## src/rtl/uftx_pkg.sv

```systemverilog
package uftx_pkg;
    typedef enum logic [2:0] {
        ST_IDLE  = 3'd0,
        ST_START = 3'd1,
        ST_DATA  = 3'd2,
        ST_PAR   = 3'd3,
        ST_STOP  = 3'd4
    } tx_state_e;
endpackage

```

## src/rtl/uftx_parity.sv

```systemverilog
module uftx_parity #(
    parameter int DATA_W = 8
) (
    input  logic [DATA_W-1:0] data,
    input  logic              odd,
    output logic              bit_out
);
    // Even: the bit equals the XOR of the data. Odd: that value inverted.
    always_comb begin
        bit_out = (^data) ^ odd;
    end
endmodule

```

## src/rtl/uftx_core.sv

```systemverilog
module uftx_core
    import uftx_pkg::*;
#(
    parameter int DATA_W = 8
) (
    input  logic              clk,
    input  logic              rst,
    input  logic [DATA_W-1:0] data_in,
    input  logic              par_en_in,
    input  logic              par_bit_in,
    input  logic              valid_in,
    output logic              line_out,
    output logic              busy_out
);
    localparam int CNT_W = (DATA_W > 1) ? $clog2(DATA_W) : 1;
    localparam logic [CNT_W-1:0] LAST_IDX = CNT_W'(DATA_W - 1);

    typedef struct packed {
        tx_state_e         state;
        logic [DATA_W-1:0] shreg;
        logic [CNT_W-1:0]  idx;
        logic              par_bit;
        logic              par_en;
        logic              line;
        logic              busy;
    } core_regs_t;

    core_regs_t r_d, r_q;

    always_comb begin
        r_d = r_q;
        unique case (r_q.state)
            ST_IDLE: begin
                r_d.line = 1'b1;
                r_d.busy = 1'b0;
                if (valid_in) begin
                    r_d.shreg   = data_in;
                    r_d.par_bit = par_bit_in;
                    r_d.par_en  = par_en_in;
                    r_d.idx     = '0;
                    r_d.line    = 1'b0;
                    r_d.busy    = 1'b1;
                    r_d.state   = ST_START;
                end
            end
            ST_START: begin
                r_d.line  = r_q.shreg[0];
                r_d.shreg = r_q.shreg >> 1;
                r_d.idx   = '0;
                r_d.state = ST_DATA;
            end
            ST_DATA: begin
                if (r_q.idx == LAST_IDX) begin
                    if (r_q.par_en) begin
                        r_d.line  = r_q.par_bit;
                        r_d.state = ST_PAR;
                    end else begin
                        r_d.line  = 1'b1;
                        r_d.state = ST_STOP;
                    end
                end else begin
                    r_d.line  = r_q.shreg[0];
                    r_d.shreg = r_q.shreg >> 1;
                    r_d.idx   = r_q.idx + 1'b1;
                end
            end
            ST_PAR: begin
                r_d.line  = 1'b1;
                r_d.state = ST_STOP;
            end
            ST_STOP: begin
                r_d.line  = 1'b1;
                r_d.busy  = 1'b0;
                r_d.state = ST_IDLE;
            end
            default: begin
                r_d.line  = 1'b1;
                r_d.busy  = 1'b0;
                r_d.state = ST_IDLE;
            end
        endcase
    end

    always_ff @(posedge clk) begin
        if (rst) begin
            r_q.state   <= ST_IDLE;
            r_q.shreg   <= '0;
            r_q.idx     <= '0;
            r_q.par_bit <= 1'b0;
            r_q.par_en  <= 1'b0;
            r_q.line    <= 1'b1;
            r_q.busy    <= 1'b0;
        end else begin
            r_q <= r_d;
        end
    end

    assign line_out = r_q.line;
    assign busy_out = r_q.busy;
endmodule

```

## src/rtl/uart_frame_tx.sv

```systemverilog
module uart_frame_tx #(
    parameter int DATA_W = 8
) (
    input  logic              clk,
    input  logic              rst,
    input  logic [DATA_W-1:0] tx_data,
    input  logic              par_on,
    input  logic              par_odd,
    input  logic              tx_valid,
    output logic              tx_line,
    output logic              tx_busy
);
    logic par_bit;

    uftx_parity #(.DATA_W(DATA_W)) u_par (
        .data    (tx_data),
        .odd     (par_odd),
        .bit_out (par_bit)
    );

    uftx_core #(.DATA_W(DATA_W)) u_core (
        .clk        (clk),
        .rst        (rst),
        .data_in    (tx_data),
        .par_en_in  (par_on),
        .par_bit_in (par_bit),
        .valid_in   (tx_valid),
        .line_out   (tx_line),
        .busy_out   (tx_busy)
    );
endmodule

```

## config.mk

```make
export PLATFORM = sky130hd
export DESIGN_NAME = uart_frame_tx
export DESIGN_NICKNAME = d
export VERILOG_FILES = /design/src/rtl/uftx_pkg.sv /design/src/rtl/uftx_parity.sv /design/src/rtl/uftx_core.sv /design/src/rtl/uart_frame_tx.sv
export SDC_FILE = /design/constraint.sdc
export NUM_CORES = 1
export LEC_CHECK = 0
export BUFFER_PORTS_ARGS = -buffer_cell sky130_fd_sc_hd__clkbuf_2
export CAP_MARGIN = 40
export CELL_PAD_IN_SITES_DETAIL_PLACEMENT = 1
export CELL_PAD_IN_SITES_GLOBAL_PLACEMENT = 2
export CORE_ASPECT_RATIO = 1.4
export CORE_MARGIN = 4
export CORE_UTILIZATION = 31
export CTS_CLUSTER_SIZE = 14
export DETAILED_ROUTE_END_ITERATION = 7
export PLACE_DENSITY = 0.84
export SLEW_MARGIN = 20
export SYNTH_ARGS = -nofsm -noshare
export SYNTH_HDL_FRONTEND = slang
export SYNTH_SLANG_ARGS = --single-unit
```

## constraint.sdc

```tcl
create_clock -name clk -period 1.7 [get_ports clk]
set_input_delay 0.34 -clock clk [delete_from_list [all_inputs] [get_ports clk]]
set_output_delay 0.34 -clock clk [all_outputs]
set_load 0.05 [all_outputs]
```

# Yosys cells after proc, flatten, opt, wreduce, memory -nomap -nowiden
# Cells that the tools add are included.
totals:
  inputBits: 13
  mem_count: 0
  ramBits: 0
  wordCells: 33
  latchBits: 0
  register_bits: 18
  rom_bits: 0
  out_inout_bits: 2
classes:
  eq_ne: 7
  n_reduce_logical: 7
  n_bitwise: 1
  n_mul: 0
  addsub: 1
  n_shift: 0
  n_lt_le_gt_ge: 0
  div_mod_pow: 0
  muxes: 10
ops:
  columns: ["cell", "n"]
  rows:
  - ["one-hot mux 11 bit (3 select lines)", 1]
  - ["2-to-1 mux 18 bit", 1]
  - ["one-hot mux 3 bit (4 select lines)", 1]
  - ["2-to-1 mux 11 bit", 1]
  - ["parity 8 bit", 1]
  - ["== test 3 x 2 -> 1 bit, second input constant", 2]
  - ["2-to-1 mux 3 bit", 2]
  - ["inequality test 2 bit, second input constant", 2]
  - ["AND reduction 2 bit", 2]
  - ["adder 3 x 1 -> 3 bit, second input constant", 1]
  - ["== test 3 x 1 -> 1 bit, second input constant", 1]
  - ["== test 3 bit, second input constant", 1]
  - ["zero test 3 bit", 1]
  - ["one-hot mux 1 bit (3 select lines)", 1]
  - ["AND reduction 3 bit", 1]
  - ["nonzero test 3 bit", 1]
  - ["OR reduction 3 bit", 1]
  - ["2-to-1 mux 1 bit", 2]
  - ["inequality test 2 x 1 -> 1 bit, second input constant", 1]
  - ["one-hot mux 1 bit (2 select lines)", 1]
  - ["XOR 1 bit", 1]

# Logic depth before layout (Yosys ltp)
# Gate-level depths: netlist (run 1).
depth:
  ltp_word: 4
  depth_mapped: 7
  mapped_depth_nobuf: 6

# Modules after synthesis
# From an unflattened synthesis (run 1), not the netlist that was laid out.
unflattened:
  hier_cells: 117
  area_unflattened_um2: 1131.1
by_module_without_submodules:
  columns: ["module", "seq_area_each_um2", "area_per_inst_um2", "cells_per_inst", "instances"]
  rows:
  - ["uftx_core", 360.3, 1048.5, 110, 1]
  - ["uftx_parity", 0.0, 82.6, 7, 1]

# Least setup slack after synthesis (run 1)
# OpenSTA, ideal clock, no wires.
synth_timing:
  path_type: "register to register"
  startpoint: "register u_core.r_q[4] (netlist bit)"
  endpoint: "register u_core.r_q[4] (netlist bit)"
  setup_ns: 0.132
  stages_incl_launch_ff: 8
  slack_ns: -0.018
  arrival_ns: 1.585
  n_path_buf: 1
  period_less_slack_ns: 1.718
  t_required_ns: 1.568
  cell_sequence: "dfxtp_1 > ha_1 > ha_1 > or3b_4 > a21oi_4 > buf_6 > mux2i_1 > nor2_1"
synth_between:
  elab_chain_cells: 3
  elab_cells_between_ends: 6
  cone_classes: "add/sub (1); eq/ne (2); mux (2); reduce/logical (1)"
synth_lines:
  columns: ["item", "line_no", "rtl"]
  rows:
  - ["start, declared", "uftx_core.sv:28", "core_regs_t r_d, r_q;"]
  - ["start signal, assigned", "uftx_core.sv:94", "r_q <= r_d;"]
  - ["adder 3 x 1 -> 3 bit / == test 3 bit (equally long branches)", "uftx_core.sv:64, uftx_core.sv:53", null]
  - ["2-to-1 mux 11 bit / inequality test 2 bit (equally long branches)", null, null]
  - ["one-hot mux 11 bit (3 select lines) / AND reduction 3 bit (equally long branches)", null, null]
# Several ways; a longest one is shown, not always the timed one. The select of a mux whose other input is x is not followed.
# A chain may end at the register's enable or synchronous reset.

# Worst setup path in the final report (run 1)
layout_timing:
  startpoint: "register u_core.r_q[5] (netlist bit)"
  endpoint: "register u_core.r_q[12] (netlist bit)"
layout_between:
  elab_chain_cells: 3
layout_lines:
  columns: ["item", "line_no", "rtl"]
  rows:
  - ["== test 3 bit", "uftx_core.sv:53", "if (r_q.idx == LAST_IDX) begin"]
  - ["inequality test 2 bit (no source line)", null, null]
  - ["AND reduction 3 bit (no source line)", null, null]
# No other way between the ends.

==> summary.txt, run 1 <==
status: finished with violations
failing checks: setup timing
most frequent cell after synthesis: dfxtp_1
PnR worst setup slack: -0.0192 ns
Setup crit start kind: register
post-route ant nets: 0
Worst Path Required: 1.88 ns
clk slew on worst S/H paths: 0.07 ns
Critical Path End Type: register
PD cells: 886 nW/um2
Initial DRC Count: 22
fin crit period: 1.72 ns
# IOs: 15
placed insts: 164
synthesized cell area: 1020 um2
Post-Syn Area per Cell: 9.44 um2
average wire per standard cell: 14.7 um
TritonCTS buffer count: 3
Worst Setup SP: u_core.r_q[5]
Vias/cell: 5.20
total power: 1.17 mW
crit-path cells: ha_4 > ha_4 > or3b_4 > a21oi_4 > buf_6 > nor2_2 > a311oi_2
Crit path top cell by count: ha_4
Place WS: -0.133 ns
largest net degree at the start of global routing: 18
Synth area leader: dfxtp_1
CP peak stage delay: 0.38 ns
syn_nets: 123
part of the cycle the worst path needs: 101%
proportion of netlist area held by the largest area contributor: 35.3%
Synth area leaders: dfxtp_1 (35%), a311oi_2 (10%), nand3b_1 (7.4%), nor2_1 (4.8%), nand2_1 (3.3%)
vias: 890
initial antenna violation count: 0
worst r2r src: u_core.r_q[5]
first-pass GRT wire length: 4.15 mm
row count: 24
CTS sink count: 18
initial core utilization: 32.3%
CTS Buffer Depth: 2
WS Path Type: register to register
WP data arrival: 1.90 ns
Post-synth top flop: dfxtp_1
hold crit path type: input port to register
Max-Cap Viols: 0
maximum VDD drop: 438 uV
Area Growth Syn to Fin: 29.2%
Slew Viols, Final: 0
layout cells sized above 1: 39.4%
count of input and output buffers: 14
CP Max Fanout: 8
FFs w/ async S/R, synth: 0%
H-tree Lvls: 1
clock skew: 0.00138 ns
die area: 4280 um2
Final Wtd Congestion: 0.717
most instantiated cells after synthesis: dfxtp_1 (18), nor2_1 (13), nand3b_1 (10), nand2_1 (9), a311oi_2 (7)
number of flops mapped to enable cells by yosys: 0
synth unique cells: 34
Post-DP HPWL: 1.91 mm
fin nets: 148
die span in y: 75.9 um
CTS tree: yes
gate count of the mapped netlist: 108
Post-Layout Inst Area: 1320 um2
drt pass-1 iters: 3
Finished Layout Cells: 171
Fmax achieved: 582 MHz
cts hold-fix bufs: 0
Inserted Diodes: 0
Slew @ Worst Pin: 0.429 ns
vias in the first global route: 935
synthesized flop and latch total: 18
Seq/Total Area, Yosys: 35.3%
CP max stage cell: or3b_4
core region area: 3150 um2
slew margin rel.: 71.4%
total global routing overflow: 0
RSZ-0062 raised after global routing: true
die width: 56.5 um
Setup Viol. Count Final: 6
DRC: 0
synth warn: 0
Routed WL: 2.51 mm
Worst-Skew Late Latency: 0.26 ns
Leakage: 0.525 nW
dpl cell area: 1200 um2
hold path start: par_on
Final Hold Viols: 0
GRT Total Usage: 12.6%
root buffer cell: clkbuf_8
-- cell families after synthesis --
kind of cell    count (synthesis)  synth area share (%)
flops                          18                  35.3
buf+inv                        10                  5.64
mux                             3                  2.94
fa+ha+maj                       2                  2.45
compound gates                 19                  19.1
simple gates                   50                  28.0
xor+xnor                        6                  6.50
-- state kept, by name, summed over array words and instances (netlist names) --
| name | count |
|---|---|
| u_core.busy_out | 1 |
| u_core.line_out | 1 |
| u_core.r_q | 16 |
-- metal layers --
| layer | wire length [um] | vias to the layer above | global-route usage (%) |
|---|---|---|---|
| met1 | 1060 | 431 | 13.6 |
| met4 | 58 | 0 | 5.01 |
| met5 | 0 | - | 0 |
| met2 | 1310 | 18 | 24.0 |
| li1 | - | 436 | - |
| met3 | 82 | 5 | 2.71 |
-- critical path: cells and delay by family, from the launching register on --
| family | cells | cell delay (ns) |
|---|---|---|
| compound gates | 2 | 0.40 |
| buf+inv | 1 | 0.16 |
| fa+ha+maj | 2 | 0.31 |
| flops | 1 | 0.34 |
| simple gates | 2 | 0.42 |
-- repair_timing --
item,4_1_cts,5_1_grt
hold endpoints to repair,0,0
gates cloned,0,0
endpoints found under the setup margin,11,11
pin swaps,7,5
gates resized for setup,9,2
buffers inserted,3,0
-- area by class of cell --
cell class	instances	area (um2)
fill	369	1840
multi-input combinational	80	637
sequential	18	363
timing repair buffer	29	210
clock buffer	4	55.1
tap	39	48.8
inverter	1	3.75
-- cell usage in the layout (no fill, tap or decap), drive strengths merged --
cell type / synthesis / layout
a21oi: 6 / 6
a311oi: 7 / 7
a31oi: 1 / 1
and2: 1 / 1
buf: 5 / 15
clkbuf: 4 / 18
dfxtp: 18 / 18
ha: 2 / 2
inv: 1 / 1
mux2i: 3 / 3
nand2: 9 / 9
nand2b: 5 / 5
nand3b: 10 / 10
nand4: 3 / 3
nand4b: 1 / 1
nor2: 13 / 13
nor2b: 2 / 2
nor3: 2 / 2
nor4: 1 / 1
nor4b: 1 / 1
o2111ai: 1 / 1
o211a: 1 / 1
o211ai: 1 / 1
o21ai: 1 / 1
o21bai: 1 / 1
or3b: 1 / 1
or4b: 1 / 1
xnor2: 3 / 3
xnor3: 1 / 1
xor2: 2 / 2
-- power by group --
| part | switching (mW) | internal (mW) |
|---|---|---|
| registers | 0.0292 | 0.459 |
| logic | 0.157 | 0.166 |
| clock network | 0.149 | 0.206 |
-- path summary, 6_finish.rpt --
check | end | slack [ns] | cells past startpoint
setup / recovery | u_core.r_q[12] | -0.02 | 7
setup reg to reg | u_core.r_q[12] | -0.02 | 7
hold / removal | u_core.r_q[2] | 0.35 | 3
hold reg to reg | u_core.r_q[14] | 0.49 | 2
-- stage by stage --
step	setup TNS (ns)	utilization, %	hold WS [ns]
2_1_floorplan	0	-	0.446
3_3_place_gp	-0.199	38.1	0.464
3_5_place_dp	-0.832	38.1	0.482
4_1_cts	-0.0605	41.6	0.355
5_1_grt	-0.705	41.8	0.392
6_report	-0.0728	41.8	0.355
No activity file was read; power rests on OpenSTA's default activity.
==> run 2, diff against run 1 <==
- CORE_UTILIZATION: 31 -> 34
- PLACE_DENSITY: 0.84 -> 0.87
- clock period: 1.7 -> 1.6 ns (I/O delays scaled with it)
==> summary.txt, run 2 (synthesized netlist as in run 1, its figures left out) <==
status: finished with violations
failing checks: setup timing
die width: 54.3 um (-3.9%)
GRT Total Usage: 15.0% (+2.3 points)
part of the cycle the worst path needs: 112% (+11 points)
Place WS: -0.189 ns (-0.0560 ns)
Register-to-Register Path Depth: 7 (unchanged)
Largest register FFs: 16 (unchanged)
Switch Pwr: 0.345 mW (+2.7%)
sequential power share: 43.5% (+1.7 points)
WP data arrival: 1.92 ns (+0.02 ns)
average wire per standard cell: 15.6 um (+6.1%)
Comb pwr share: 29.4% (+1.7 points)
maximum VDD drop: 508 uV (+16%)
first-pass GRT wire length: 4.31 mm (+3.8%)
total global routing overflow: 0 (unchanged)
clk slew on worst S/H paths: 0.07 ns (about the same)
Worst Path Required: 1.72 ns (-0.16 ns)
WS Path Type: register to register
initial core utilization: 35.4% (+3.1 points)
Setup Viol. Count Final: 11 (+5)
Sw Share: 29.3% (+0.56 points)
drt pass-1 iters: 2 (-1)
cts hold-fix bufs: 0 (unchanged)
Critical Path End Type: register
H-tree Lvls: 1 (unchanged)
fin nets: 146 (-1.4%)
Worst-Skew Late Latency: 0.25 ns (about the same)
root buffer cell: clkbuf_8
Initial DRC Count: 8 (-64%)
clock skew: 0.00719 ns (+0.00581 ns)
PD cells: 905 nW/um2 (+2.2%)
RSZ-0062 raised after global routing: true
worst r2r src: u_core.r_q[4]
row count: 23 (-4.2%)
CP Max Fanout: 11 (+3)
FF-to-FF End: u_core.r_q[4]
clock share of power: 27.0% (-3.4 points)
PnR worst setup slack: -0.194 ns (-0.175 ns)
CTS Buffer Depth: 2 (unchanged)
vias: 873 (-1.9%)
DRC: 0 (unchanged)
Leakage: 0.523 nW (-0.37%)
Int Power: 0.830 mW (about the same)
Hold WS: 0.309 ns (-0.0452 ns)
# IOs: 15 (unchanged)
Fmax achieved: 557 MHz (-4.2%)
die area: 3950 um2 (-7.7%)
post-route ant nets: 0 (unchanged)
slew margin rel.: 70.6% (-0.77 points)
hold crit path type: input port to register
Hold Path End: u_core.r_q[2]
fin crit period: 1.79 ns (+0.0753 ns)
core region area: 2880 um2 (-8.7%)
most frequent cells in the layout: dfxtp_1 (16), clkbuf_2 (14), nor2_1 (13)
crit-path cells: ha_4 > ha_4 > or3b_4 > a21oi_4 > buf_12 > mux2i_1 > nor2_1
Area Growth Syn to Fin: 27.4%
hold path start: par_on
CP peak stage delay: 0.41 ns (+0.03 ns)
Routed WL: 2.58 mm (+3.0%)
Crit path top cell by count: ha_4
CP max stage cell: or3b_4
Final Wtd Congestion: 0.754 (+5.1%)
vias in the first global route: 975 (+4.3%)
CTS sink count: 18 (unchanged)
layout cells sized above 1: 35.7% (-3.7 points)
TritonCTS buffer count: 3 (unchanged)
Vias/cell: 5.26 (+1.0%)
Final Hold Viols: 0 (unchanged)
CTS tree: yes
Most flops, register: u_core.r_q
most common cell after layout, fill and taps aside: dfxtp_1
initial antenna violation count: 0 (unchanged)
Worst Hold Depth: 3 (unchanged)
Slew @ Worst Pin: 0.441 ns (+0.0116 ns)
Setup crit start kind: register
die span in y: 72.8 um (-4.0%)
Setup Fix Bufs, Post-CTS: 0 (-3)
Post-DP HPWL: 1.93 mm (+0.66%)
number of buffers and inverters on the critical path: 1 (unchanged)
Inserted Diodes: 0 (unchanged)
largest net degree at the start of global routing: 22 (+4)
count of input and output buffers: 14 (unchanged)
Max-Cap Viols: 0 (unchanged)
R2R setup slack: -0.19 ns (-0.18 ns)
Slew Viols, Final: 0 (unchanged)
Worst path top cell family by delay: simple AND/OR/NAND/NOR gates
[run 2: cell count changes in the layout (fill, tap and decap cells not counted), sizes merged]
| cell | delta |
|---|---|
| buf | -3 |
[run 2: tightest hold or removal path, delay by kind of cell]
family	cells	cell delay, ns
mux	1	0.05
buf+inv	1	0.07
simple gates	1	0.08
[run 2: how the worst max path moves through the flow]
stage | start | endpoint | slack, ns | cells after the start
finish | u_core.r_q[4] | u_core.r_q[4] | -0.19 | 7
global route | u_core.r_q[4] | u_core.r_q[10] | -0.27 | 7
CTS | u_core.r_q[4] | u_core.r_q[10] | -0.20 | 7
detailed placement | u_core.r_q[4] | u_core.r_q[10] | -0.19 | 7
global placement | u_core.r_q[5] | u_core.r_q[4] | -0.14 | 7
floorplan | u_core.r_q[4] | u_core.r_q[4] | -0.09 | 7
[run 2: final cells by class]
cell class / count / area (um2)
clock buffer: 3 / 41.3
fill: 341 / 1580
inverter: 1 / 3.75
multi-input combinational: 80 / 634
sequential: 18 / 363
tap: 37 / 46.3
timing repair buffer: 27 / 210
[run 2: power by group through the flow]
| stage | Combinational [mW] | Clock, mW | Sequential, mW |
|---|---|---|---|
| after floorplan | 0.210 | 0 | 0.531 |
| after global placement | 0.315 | 0 | 0.519 |
| after detailed placement | 0.327 | 0 | 0.521 |
| after CTS | 0.328 | 0.321 | 0.511 |
| after global routing | 0.376 | 0.350 | 0.517 |
| final | 0.346 | 0.318 | 0.512 |
[run 2: routing by layer]
metal / GRT usage [%] / vias up / wire length, um
li1: - / 429 / -
met1: 16.9 / 423 / 1060
met2: 25.7 / 15 / 1400
met3: 2.45 / 6 / 53
met4: 8.03 / 0 / 72
met5: 0 / - / 0
[run 2: through the flow]
stage | cells | instance area [um2] | power [mW] | utilization (%) | setup TNS [ns]
detailed placement | 162 | 1220 | 0.847 | 42.6 | -1.73
global placement | 162 | 1220 | 0.834 | 42.6 | -1.23
global route | 166 | 1300 | 1.24 | 45.1 | -2.61
finish | 166 | 1300 | 1.18 | 45.1 | -1.96
CTS | 165 | 1270 | 1.16 | 44.0 | -1.92
floorplan | 108 | 1050 | 0.741 | - | -0.816
[run 2: what timing repair did]
item / CTS / global route
pin swaps: 0 / 1
resized for setup: 0 / 1
cloned: 0 / 1
endpoints found under the setup margin: 11 / 11
==> run 3, diff against run 2 <==
- CORE_MARGIN: 4 -> unset
==> summary.txt, run 3 (synthesized netlist as in run 1, its figures left out) <==
Inserted Diodes: 0 (unchanged)
part of the cycle the worst path needs: 115% (+2.5 points)
total global routing overflow: 0 (unchanged)
Largest register FFs: 16 (unchanged)
clk slew on worst S/H paths: 0.07 ns (about the same)
die width: 48.3 um (-11%)
CTS tree: yes
fin nets: 153 (+4.8%)
Area Growth Syn to Fin: 34.8%
Routed WL: 2.82 mm (+9.2%)
initial antenna violation count: 0 (unchanged)
clock skew: 0.00535 ns (-0.00185 ns)
CTS Buffer Depth: 2 (unchanged)
R2R setup slack: -0.23 ns (-0.04 ns)
CP Max Fanout: 5 (-6)
vias: 914 (+4.7%)
fin crit period: 1.83 ns (+0.0400 ns)
failing checks: setup timing
row count: 23 (unchanged)
Final Hold Viols: 0 (unchanged)
Worst-Skew Late Latency: 0.26 ns (about the same)
WS Path Type: register to register
Reg area: 363 um2 (unchanged)
Post-DP HPWL: 1.91 mm (-0.88%)
Leakage: 0.552 nW (+5.5%)
WP data arrival: 2.01 ns (+0.09 ns)
H-tree Lvls: 1 (unchanged)
Max-Cap Viols: 0 (unchanged)
layout cells sized above 1: 41.9% (+6.3 points)
slew margin rel.: 70.8% (+0.24 points)
initial core utilization: 35.8% (+0.36 points)
most common cell after layout, fill and taps aside: dfxtp_1
cts hold-fix bufs: 0 (unchanged)
Fill cells: 332 (-2.6%)
TritonCTS buffer count: 3 (unchanged)
drt pass-1 iters: 3 (+1)
Critical Path End Type: register
Hold WS: 0.293 ns (-0.0167 ns)
Fmax achieved: 545 MHz (-2.2%)
CTS sink count: 18 (unchanged)
Initial DRC Count: 17 (+9)
PD cells: 911 nW/um2 (+0.71%)
die area: 3230 um2 (-18%)
root buffer cell: clkbuf_8
average wire per standard cell: 16.3 um (+4.8%)
core region area: 2850 um2 (-1.0%)
most frequent cells in the layout: dfxtp_1 (16), clkbuf_2 (14), buf_4 (12)
Worst Path Required: 1.77 ns (+0.05 ns)
Setup Viol. Count Final: 11 (unchanged)
Setup crit start kind: register
# IOs: 15 (unchanged)
RSZ-0062 raised after global routing: true
post-route core utilization: 48.3% (+3.1 points)
die span in y: 66.8 um (-8.2%)
count of input and output buffers: 14 (unchanged)
hold crit path type: input port to register
DRC: 0 (unchanged)
vias in the first global route: 1016 (+4.2%)
multi-input logic area: 644 um2 (+1.6%)
Final TNS setup: -2.00 ns (-0.0351 ns)
Vias/cell: 5.28 (+0.46%)
maximum VDD drop: 492 uV (-3.2%)
Most flops, register: u_core.r_q
PnR worst setup slack: -0.235 ns (-0.0400 ns)
Slew @ Worst Pin: 0.437 ns (-0.00364 ns)
first-pass GRT wire length: 4.68 mm (+8.5%)
Final Wtd Congestion: 0.785 (+4.2%)
largest net degree at the start of global routing: 18 (-18%)
post-route ant nets: 0 (unchanged)
GRT Total Usage: 21.8% (+6.8 points)
status: finished with violations
Slew Viols, Final: 0 (unchanged)
==> run 3: changes by cell type in the layout (fill, tap and decap cells not counted) <==
cell / before / now
buf_6: 0 / 5
nor2_1: 13 / 8
nor2_2: 0 / 4
buf_4: 10 / 12
buf_12: 2 / 3
clkbuf_16: 1 / 0
nand2b_1: 4 / 5
nand2b_4: 1 / 0
nor2_4: 0 / 1
==> run 3: worst max-delay path: stages, from the launching register on <==
cell and delay (ns):
dfxtp_2 0.34, ha_4 0.16, ha_4 0.15, or3b_4 0.39, a21oi_4 0.18, buf_6 0.13
buf_12 0.11, nor2_2 0.04, a311oi_2 0.23
==> run 3: routing by layer <==
layer	wire, um	up-vias	global-route usage (%)
met5	0	-	0
met4	55	0	10.8
met3	68	6	5.15
met2	1570	15	38.3
met1	1130	449	22.3
li1	-	444	-
==> run 3: power breakdown <==
part           internal [mW]  switching [mW]
clock network          0.168           0.164
registers              0.488          0.0300
logic                  0.213           0.190
==> run 3: area by class of cell <==
| class | instances | share of cell area (%) |
|---|---|---|
| timing repair buffer | 34 | 20.1 |
| tap | 37 | 3.37 |
| clock buffer | 3 | 3.00 |
| multi-input combinational | 80 | 46.9 |
| sequential | 18 | 26.4 |
| inverter | 1 | 0.273 |
==> run 3: per-stage QoR <==
step           worst slack, ns  power [mW]  instance area (um2)  std cells
2_1_floorplan          -0.0927       0.741                 1050        108
3_3_place_gp            -0.142       0.833                 1220        160
3_5_place_dp            -0.210       0.849                 1220        160
4_1_cts                 -0.192        1.27                 1400        172
5_1_grt                 -0.287        1.31                 1380        173
6_report                -0.235        1.25                 1380        173
==> run 3: what timing repair did <==
item	CTS	global route
gates resized for setup	11	3
setup buffers	7	2
endpoints found under the hold margin	0	0
gates cloned	2	1
setup endpoints to repair	11	11
pin swaps	11	4
==> run 3: worst paths after layout <==
path / from / end / cells after the start
worst min-delay path: par_on / u_core.r_q[2] / 3
worst max register to register: u_core.r_q[4] / u_core.r_q[9] / 8
worst max-delay path: u_core.r_q[4] / u_core.r_q[9] / 8
worst min register to register: u_core.r_q[14] / u_core.r_q[14] / 2
